File: config.mk
export PLATFORM = sky130hd
export DESIGN_NAME = dual_edge_capture
export DESIGN_NICKNAME = d
export VERILOG_FILES = /design/src/rtl/capture_pkg.sv /design/src/rtl/capture_sync_edge.sv /design/src/rtl/capture_edge_slot.sv /design/src/rtl/dual_edge_capture.sv
export SDC_FILE = /design/constraint.sdc
export NUM_CORES = 1
export LEC_CHECK = 0
export BUFFER_PORTS_ARGS = -buffer_cell sky130_fd_sc_hd__buf_2
export CORE_MARGIN = 8
export CORE_UTILIZATION = 31
export CTS_BUF_LIST = sky130_fd_sc_hd__clkbuf_8
export DETAILED_ROUTE_END_ITERATION = 12
export PLACE_DENSITY = 0.64
export RECOVER_POWER = 25
export SETUP_SLACK_MARGIN = 0.15
export SYNTH_ARGS = -nofsm -noshare
export SYNTH_HDL_FRONTEND = slang
export SYNTH_SLANG_ARGS = --single-unit
File: constraint.sdc
create_clock -name clk -period 2.22 [get_ports clk]
set_input_delay 0.333 -clock clk [delete_from_list [all_inputs] [get_ports clk]]
set_output_delay 0.333 -clock clk [all_outputs]
set_load 0.01 [all_outputs]
File: src/rtl/capture_pkg.sv
package capture_pkg;
    localparam int unsigned EDGE_RISE = 0;
    localparam int unsigned EDGE_FALL = 1;
    localparam int unsigned N_EDGES   = 2;

    typedef struct packed {
        logic s1;
        logic s2;
        logic lvl;
    } sync_state_t;
endpackage

File: src/rtl/capture_sync_edge.sv
module capture_sync_edge
    import capture_pkg::*;
(
    input  logic clk,
    input  logic rst_n,
    input  logic pin,
    input  logic in_en,
    input  logic inv_en,
    output logic rise_evt,
    output logic fall_evt
);
    sync_state_t st_d, st_q;
    logic        lvl_now;

    always_comb begin
        st_d     = st_q;
        lvl_now  = in_en & (st_q.s2 ^ inv_en);
        st_d.s1  = pin;
        st_d.s2  = st_q.s1;
        st_d.lvl = lvl_now;
        rise_evt = lvl_now & ~st_q.lvl;
        fall_evt = ~lvl_now & st_q.lvl;
    end

    always_ff @(posedge clk or negedge rst_n) begin
        if (!rst_n) st_q <= '0;
        else        st_q <= st_d;
    end

    // an edge on the conditioned level is recorded as the new previous level
    assert_level_follows_R4: assert property (@(posedge clk) disable iff (!rst_n)
        rise_evt |=> st_q.lvl);
    // with the path disabled the recorded level drops and stays low
    assert_disabled_low_R1: assert property (@(posedge clk) disable iff (!rst_n)
        !in_en |=> !st_q.lvl);
endmodule

File: src/rtl/capture_edge_slot.sv
module capture_edge_slot #(
    parameter int unsigned CNT_W = 16
) (
    input  logic             clk,
    input  logic             rst_n,
    input  logic             evt,
    input  logic [CNT_W-1:0] cnt,
    input  logic             clr,
    output logic [CNT_W-1:0] data,
    output logic             flag,
    output logic             ovr
);
    typedef struct packed {
        logic [CNT_W-1:0] data;
        logic             flag;
        logic             ovr;
    } slot_state_t;

    slot_state_t sl_d, sl_q;

    always_comb begin
        sl_d = sl_q;
        if (evt) sl_d.data = cnt;
        sl_d.flag = evt | (sl_q.flag & ~clr);
        if (clr)                    sl_d.ovr = 1'b0;
        else if (evt && sl_q.flag)  sl_d.ovr = 1'b1;
    end

    always_ff @(posedge clk or negedge rst_n) begin
        if (!rst_n) sl_q <= '0;
        else        sl_q <= sl_d;
    end

    assign data = sl_q.data;
    assign flag = sl_q.flag;
    assign ovr  = sl_q.ovr;

    assert_flag_set_R5: assert property (@(posedge clk) disable iff (!rst_n)
        evt |=> flag);
    assert_ovr_needs_flag_R6: assert property (@(posedge clk) disable iff (!rst_n)
        ovr |-> flag);
    assert_clear_both_R7: assert property (@(posedge clk) disable iff (!rst_n)
        (clr && !evt) |=> (!flag && !ovr));
    assert_data_hold_R3: assert property (@(posedge clk) disable iff (!rst_n)
        !evt |=> $stable(data));
endmodule

File: src/rtl/dual_edge_capture.sv
module dual_edge_capture
    import capture_pkg::*;
#(
    parameter int unsigned CNT_W = 16
) (
    input  logic             clk,
    input  logic             rst_n,
    input  logic             cap_pin,
    input  logic [CNT_W-1:0] cnt_val,
    input  logic             in_en,
    input  logic             inv_en,
    input  logic             cap_en,
    input  logic             rise_rl_en,
    input  logic             fall_rl_en,
    input  logic             rise_ie,
    input  logic             fall_ie,
    input  logic             rise_clr,
    input  logic             fall_clr,
    output logic [CNT_W-1:0] rise_data,
    output logic [CNT_W-1:0] fall_data,
    output logic             rise_flag,
    output logic             fall_flag,
    output logic             rise_ovr,
    output logic             fall_ovr,
    output logic             irq,
    output logic             reload_pulse
);
    logic                 rise_evt, fall_evt;
    logic [N_EDGES-1:0]   cap_vec, clr_vec, rl_vec, ie_vec, flag_vec, ovr_vec;
    logic [CNT_W-1:0]     data_vec [N_EDGES];
    logic                 reload_d, reload_q;

    capture_sync_edge u_sync (
        .clk      (clk),
        .rst_n    (rst_n),
        .pin      (cap_pin),
        .in_en    (in_en),
        .inv_en   (inv_en),
        .rise_evt (rise_evt),
        .fall_evt (fall_evt)
    );

    assign cap_vec[EDGE_RISE] = rise_evt & cap_en;
    assign cap_vec[EDGE_FALL] = fall_evt & cap_en;
    assign clr_vec[EDGE_RISE] = rise_clr;
    assign clr_vec[EDGE_FALL] = fall_clr;
    assign rl_vec[EDGE_RISE]  = rise_rl_en;
    assign rl_vec[EDGE_FALL]  = fall_rl_en;
    assign ie_vec[EDGE_RISE]  = rise_ie;
    assign ie_vec[EDGE_FALL]  = fall_ie;

    for (genvar e = 0; e < N_EDGES; e++) begin : g_slot
        capture_edge_slot #(.CNT_W(CNT_W)) u_slot (
            .clk   (clk),
            .rst_n (rst_n),
            .evt   (cap_vec[e]),
            .cnt   (cnt_val),
            .clr   (clr_vec[e]),
            .data  (data_vec[e]),
            .flag  (flag_vec[e]),
            .ovr   (ovr_vec[e])
        );
    end

    always_comb begin
        reload_d = |(cap_vec & rl_vec);
    end

    always_ff @(posedge clk or negedge rst_n) begin
        if (!rst_n) reload_q <= 1'b0;
        else        reload_q <= reload_d;
    end

    assign rise_data    = data_vec[EDGE_RISE];
    assign fall_data    = data_vec[EDGE_FALL];
    assign rise_flag    = flag_vec[EDGE_RISE];
    assign fall_flag    = flag_vec[EDGE_FALL];
    assign rise_ovr     = ovr_vec[EDGE_RISE];
    assign fall_ovr     = ovr_vec[EDGE_FALL];
    assign irq          = |(flag_vec & ie_vec);
    assign reload_pulse = reload_q;

    assert_rise_value_R4: assert property (@(posedge clk) disable iff (!rst_n)
        cap_vec[EDGE_RISE] |=> (rise_data == $past(cnt_val)));
    assert_fall_value_R4: assert property (@(posedge clk) disable iff (!rst_n)
        cap_vec[EDGE_FALL] |=> (fall_data == $past(cnt_val)));
    assert_reload_on_rise_R8: assert property (@(posedge clk) disable iff (!rst_n)
        (cap_vec[EDGE_RISE] && rise_rl_en) |=> reload_pulse);
    assert_no_capture_R3: assert property (@(posedge clk) disable iff (!rst_n)
        !cap_en |=> ($stable(rise_data) && $stable(fall_data) && !reload_pulse));
endmodule

After elaboration in Yosys (flattened, before gate mapping). Cells that the tools add are included.

Register bits: 40. Bits of input ports: 28. Output and inout bits: 38.

Muxes and demuxes: 4. Bitwise gates (word level): 16. Reductions and logical operators: 6.

Operator list (count): 1-bit AND (7); 2-bit AND (2); 1-bit two-way mux (4); 1-bit NOT (4); 2-bit nonzero test (2); 2-bit OR reduction (2); 1-bit logical AND (2); 1-bit OR (2); 1-bit XOR (1).

Longest topological paths before layout.
Depth in word-level cells: 8. Gate-level depth with buffers: 4. Depth with buffers taken out: 3.

Cells and area by module. From an unflattened synthesis, not the netlist that was laid out.

Cells, all modules: 93. Area, all modules: 1595.3 um2.

By module, submodules not included: capture_edge_slot (times used 2, cells an instance 40, area an instance 713.2 um2); capture_sync_edge (times used 1, cells an instance 7, area an instance 107.6 um2); dual_edge_capture (times used 1, cells an instance 6, area an instance 61.3 um2).

Least setup slack after synthesis. OpenSTA, ideal clock, no wires.

Kind: reg2reg. Start point: register u_sync.st_q[1] in the netlist's numbering. End point: register g_slot[1].u_slot.sl_q (netlist bit g_slot[1].u_slot.data[0]). Library setup time: 0.125 ns. Arrival time: 1.348 ns. Data required time: 2.095 ns. Slack: 0.747 ns. Cell stages (with the launch flop): 5. Clock period less this slack: 1.473 ns. Cells stage by stage: dfrtp_1 > xor2_1 > a21oi_2 > buf_6 > mux2_2.

Cells in the longest elaborated chain, start to end: 5.

RTL lines: start, declared (line capture_sync_edge.sv:12) `sync_state_t st_d, st_q;`; start signal, assigned (line capture_sync_edge.sv:27) `else st_q <= st_d;`; 1-bit XOR (line capture_sync_edge.sv:17) `lvl_now = in_en & (st_q.s2 ^ inv_en);`; 1-bit AND (line capture_sync_edge.sv:17); 1-bit NOT (line capture_sync_edge.sv:22) `fall_evt = ~lvl_now & st_q.lvl;`; 1-bit AND (line capture_sync_edge.sv:22); 1-bit AND (line dual_edge_capture.sv:44) `assign cap_vec[EDGE_FALL] = fall_evt & cap_en;`; end signal, assigned (line capture_edge_slot.sv:31) `else sl_q <= sl_d;`; end, declared (line capture_edge_slot.sv:19) `slot_state_t sl_d, sl_q;`.

Every way passes these cells. A chain may end at the register's enable or synchronous reset.

Worst setup path in the final report.
Start point: register u_sync.st_q[1] in the netlist's numbering. End point: register g_slot[0].u_slot.sl_q (netlist bit g_slot[0].u_slot.data[9]).

Cells in the longest elaborated chain, start to end: 4.

RTL lines: 1-bit XOR (line capture_sync_edge.sv:17); 1-bit AND (line capture_sync_edge.sv:17); 1-bit AND (line capture_sync_edge.sv:21) `rise_evt = lvl_now & ~st_q.lvl;`; 1-bit AND (line dual_edge_capture.sv:43) `assign cap_vec[EDGE_RISE] = rise_evt & cap_en;`; end signal, assigned (line capture_edge_slot.sv:31); end, declared (line capture_edge_slot.sv:19).

Every way passes these cells.

==> PnR_summary.wiki <==
{| class="wikitable"
! Metric !! Value
|-
| Status || finished clean
|-
| Mean number of vias per cell || 4.35
|-
| Top layer reached by signal wires || met4
|-
| Clock tree root buffer cell || clkbuf_8
|-
| Total power density per cell area || 990 mW/mm²
|-
| Most common flop cell mapped by yosys || dfrtp_1
|-
| Met2 layer wire length in the routed design || 1800 µm
|-
| Combinational family with the most area after synthesis || multiplexers
|-
| Minimum period implied by the final worst setup slack || 1.60 ns
|-
| Number of clock sinks || 40
|-
| Global-route wire length before repair || 5800 µm
|-
| Chip height || 85.9 µm
|-
| Clock tree from TritonCTS || built
|-
| Worst path setup slack after routing || 0.625 ns
|-
| Part of the cycle the worst path needs || 71.9%
|-
| Total negative setup slack || 0 ns
|-
| Final Hold Vio Count || 0
|-
| Number of max-slew violations in the final report || 0
|-
| Cell type group with the largest total delay on the critical path || simple AND/OR/NAND/NOR gates
|-
| Worst Path Required || 2.38 ns
|-
| Met3 wire len || 302 µm
|-
| Initial Utilization || 32.1%
|-
| Critical path startpoint category || flip-flop
|-
| Number of antenna violations at the first check in global routing || 0
|-
| Cell count after synthesis || 93
|-
| Post-synthesis sequential element count || 40
|-
| Buffers inserted by post-CTS timing repair || 0
|-
| Compound-Gate Fraction of Synth Area || 2.48%
|-
| N_diodes || 0
|-
| Synthesized net count || 121
|-
| Fill cell count || 450
|-
| Std-Cell Core Area || 0.00472 mm²
|-
| Most frequent standard cell in the layout excluding fill and tap cells || buf_2
|-
| Path class of the lowest-slack min-delay path || in -> reg
|-
| Number of global-route vias before repair || 1,158
|-
| Share of synthesized registers carrying an async set or reset || 100%
|-
| Setup violators final || 0
|-
| Combined global-route utilization of all metal layers || 10.2%
|-
| Clock-pin slew of the registers on the worst-case setup and hold paths || 0.07 ns
|-
| Layout cell share with drive strength beyond 1 || 67.1%
|-
| Routed met1 length || 1300 µm
|-
| Cells along the critical path || xor2_1 -> and4b_2 -> mux2_2
|-
| Biggest cell delay along the critical path || 0.45 ns
|-
| CTS H-Tree Depth || 2
|-
| Remaining DRCs || 0
|-
| Minimum setup slack after placement || 0.517 ns
|-
| Final routed wirelength across all metal layers || 3530 µm
|-
| Resized Gates After CTS || 0
|-
| Slew @ Worst Pin || 0.975 ns
|-
| Synthesis Warnings || 0
|-
| Crit Path Max Fanout || 8
|-
| HPWL after detailed placement || 2810 µm
|-
| Simple-Gate Fraction of Synth Area || 4.38%
|-
| FMAX || 0.627 GHz
|-
| Worst EP arrival || 1.76 ns
|-
| Gr ovfl total || 0
|-
| Violation count after the first detailed-route iteration || 26
|-
| Netlist Area Pre-Place || 0.00151 mm²
|-
| Final setup skew || 0.00150 ns
|-
| CTS max path bufs || 2
|-
| TritonCTS Buffers || 5
|-
| Synthesized-area fraction occupied by adder cells || 0%
|-
| Placement row count || 25
|-
| Die Outline Area || 0.00738 mm²
|-
| Count of buffering cells on the critical path with inverters included || 0
|-
| RePlAce Congestion || 0.697
|-
| Relative slew slack || 35.0%
|-
| Multiplexer share of the synthesized area || 24.5%
|-
| Type of the worst setup path || reg -> reg
|-
| Worst vdd ir || 0.000329 V
|-
| MaxCap Viol Count || 0
|-
| Leak Pwr || 0.986 nW
|-
| Total number of nets in the final design || 192
|-
| Num ports || 66
|-
| Source-to-sink clock delay at the later pin of the worst-skew pair || 0.28 ns
|-
| Number of library cell types mapped by synthesis || 20
|-
| Number of nets with antenna violations after detailed routing || 0
|-
| Synth Area per Inst || 16.3 µm²
|-
| Pin count of the biggest net entering global routing || 41
|-
| Cell with the largest stage delay on the worst path || and4b_2
|-
| Growth of design area from synthesis to finish || 32.9%
|-
| Number of enable flip-flop cells after synthesis || 0
|-
| Post-synthesis sequential area ratio || 66.1%
|-
| Hold buffers post-CTS || 0
|-
| Die width || 85.9 µm
|-
| Post-DR wirelength/cell || 15.3 µm
|-
| RSZ-0062 raised after global routing || false
|-
| Detailed-routing iteration count for the pre-antenna-repair pass || 2
|-
| Critical path endpoint category || flip-flop
|-
| Vias || 1,005
|-
| Xor/xnor cell area share of the yosys netlist || 0.579%
|-
| Highest-count cells in the layout ignoring fill and taps || buf_2 (64), dfrtp_1 (40), mux2_2 (32), clkbuf_8 (7)
|-
| Count of buffers inserted at the top-level ports || 65
|}
## per-stage QoR
| step | utilization [%] | instances | power [mW] | hold WS [ns] | area, µm² |
|---|---|---|---|---|---|
| after floorplan | - | 93 | 1.25 | 0.0374 | 1510 |
| after global placement | 40.6 | 224 | 1.50 | 0.344 | 1920 |
| after detailed placement | 40.6 | 224 | 1.53 | 0.352 | 1920 |
| after CTS | 42.6 | 231 | 2.04 | 0.150 | 2010 |
| after global routing | 42.6 | 231 | 2.12 | 0.156 | 2010 |
| final | 42.6 | 231 | 1.99 | 0.171 | 2010 |
## final timing paths
kind                                start                        to  slack [ns]  depth (start not counted)
setup / recovery           u_sync.st_q[1]  g_slot[0].u_slot.data[9]        0.62                          3
max in group asynchronous           rst_n  g_slot[1].u_slot.data[0]        1.41                          1
setup reg to reg           u_sync.st_q[1]  g_slot[0].u_slot.data[9]        0.62                          3
hold reg to reg            u_sync.st_d[1]            u_sync.st_q[1]        0.36                          0
min in group asynchronous           rst_n  g_slot[1].u_slot.data[3]        0.20                          1
hold / removal                    cap_pin            u_sync.st_d[1]        0.17                          1
## cells in the mapped netlist (all sizes together) (2+ instances only)
master | number | area share [%]
dfrtp | 40 | 66
mux2 | 32 | 24
buf | 2 | 1.2
inv | 2 | 0.50
nand2 | 2 | 0.50
nand2b | 2 | 0.83
## layout make-up
type | instances | area, µm² | share of cell area [%]
inverter | 2 | 7.51 | 0.373
timing repair buffer | 67 | 340 | 16.9
multi-input combinational | 48 | 483 | 24.0
sequential | 40 | 1000 | 49.8
clock buffer | 7 | 96.3 | 4.79
tap | 67 | 83.8 | 4.17
## power by group
| group | internal, mW | leakage, nW | switching, mW | total [mW] |
|---|---|---|---|---|
| Combinational | 0.265 | 0.452 | 0.244 | 0.510 |
| Clock | 0.276 | 0.0503 | 0.222 | 0.498 |
| Sequential | 0.899 | 0.484 | 0.0842 | 0.984 |
## registers in the layout, indices dropped and copies added, names as in the netlist
| name | count |
|---|---|
| u_sync.st_d | 1 |
| reload_pulse | 1 |
| g_slot.u_slot.ovr | 2 |
| g_slot.u_slot.flag | 2 |
| g_slot.u_slot.data | 32 |
| u_sync.st_q | 2 |
## per-layer routing
layer,up-vias,global-route usage (%)
met1,493,9.91
met2,37,17.6
met4,0,5.89
li1,465,-
met5,-,0
met3,10,4.58
## kinds of logic (layout without fill, tap and decap cells)
logic type,after synthesis,after routing
buffers and inverters,5,76
AND/OR/NAND/NOR,9,9
AO/OA/AOI/OAI,5,5
flip-flops,40,40
XOR/XNOR,1,1
multiplexers,33,33
Note: power is estimated with default switching activity, not from simulation.
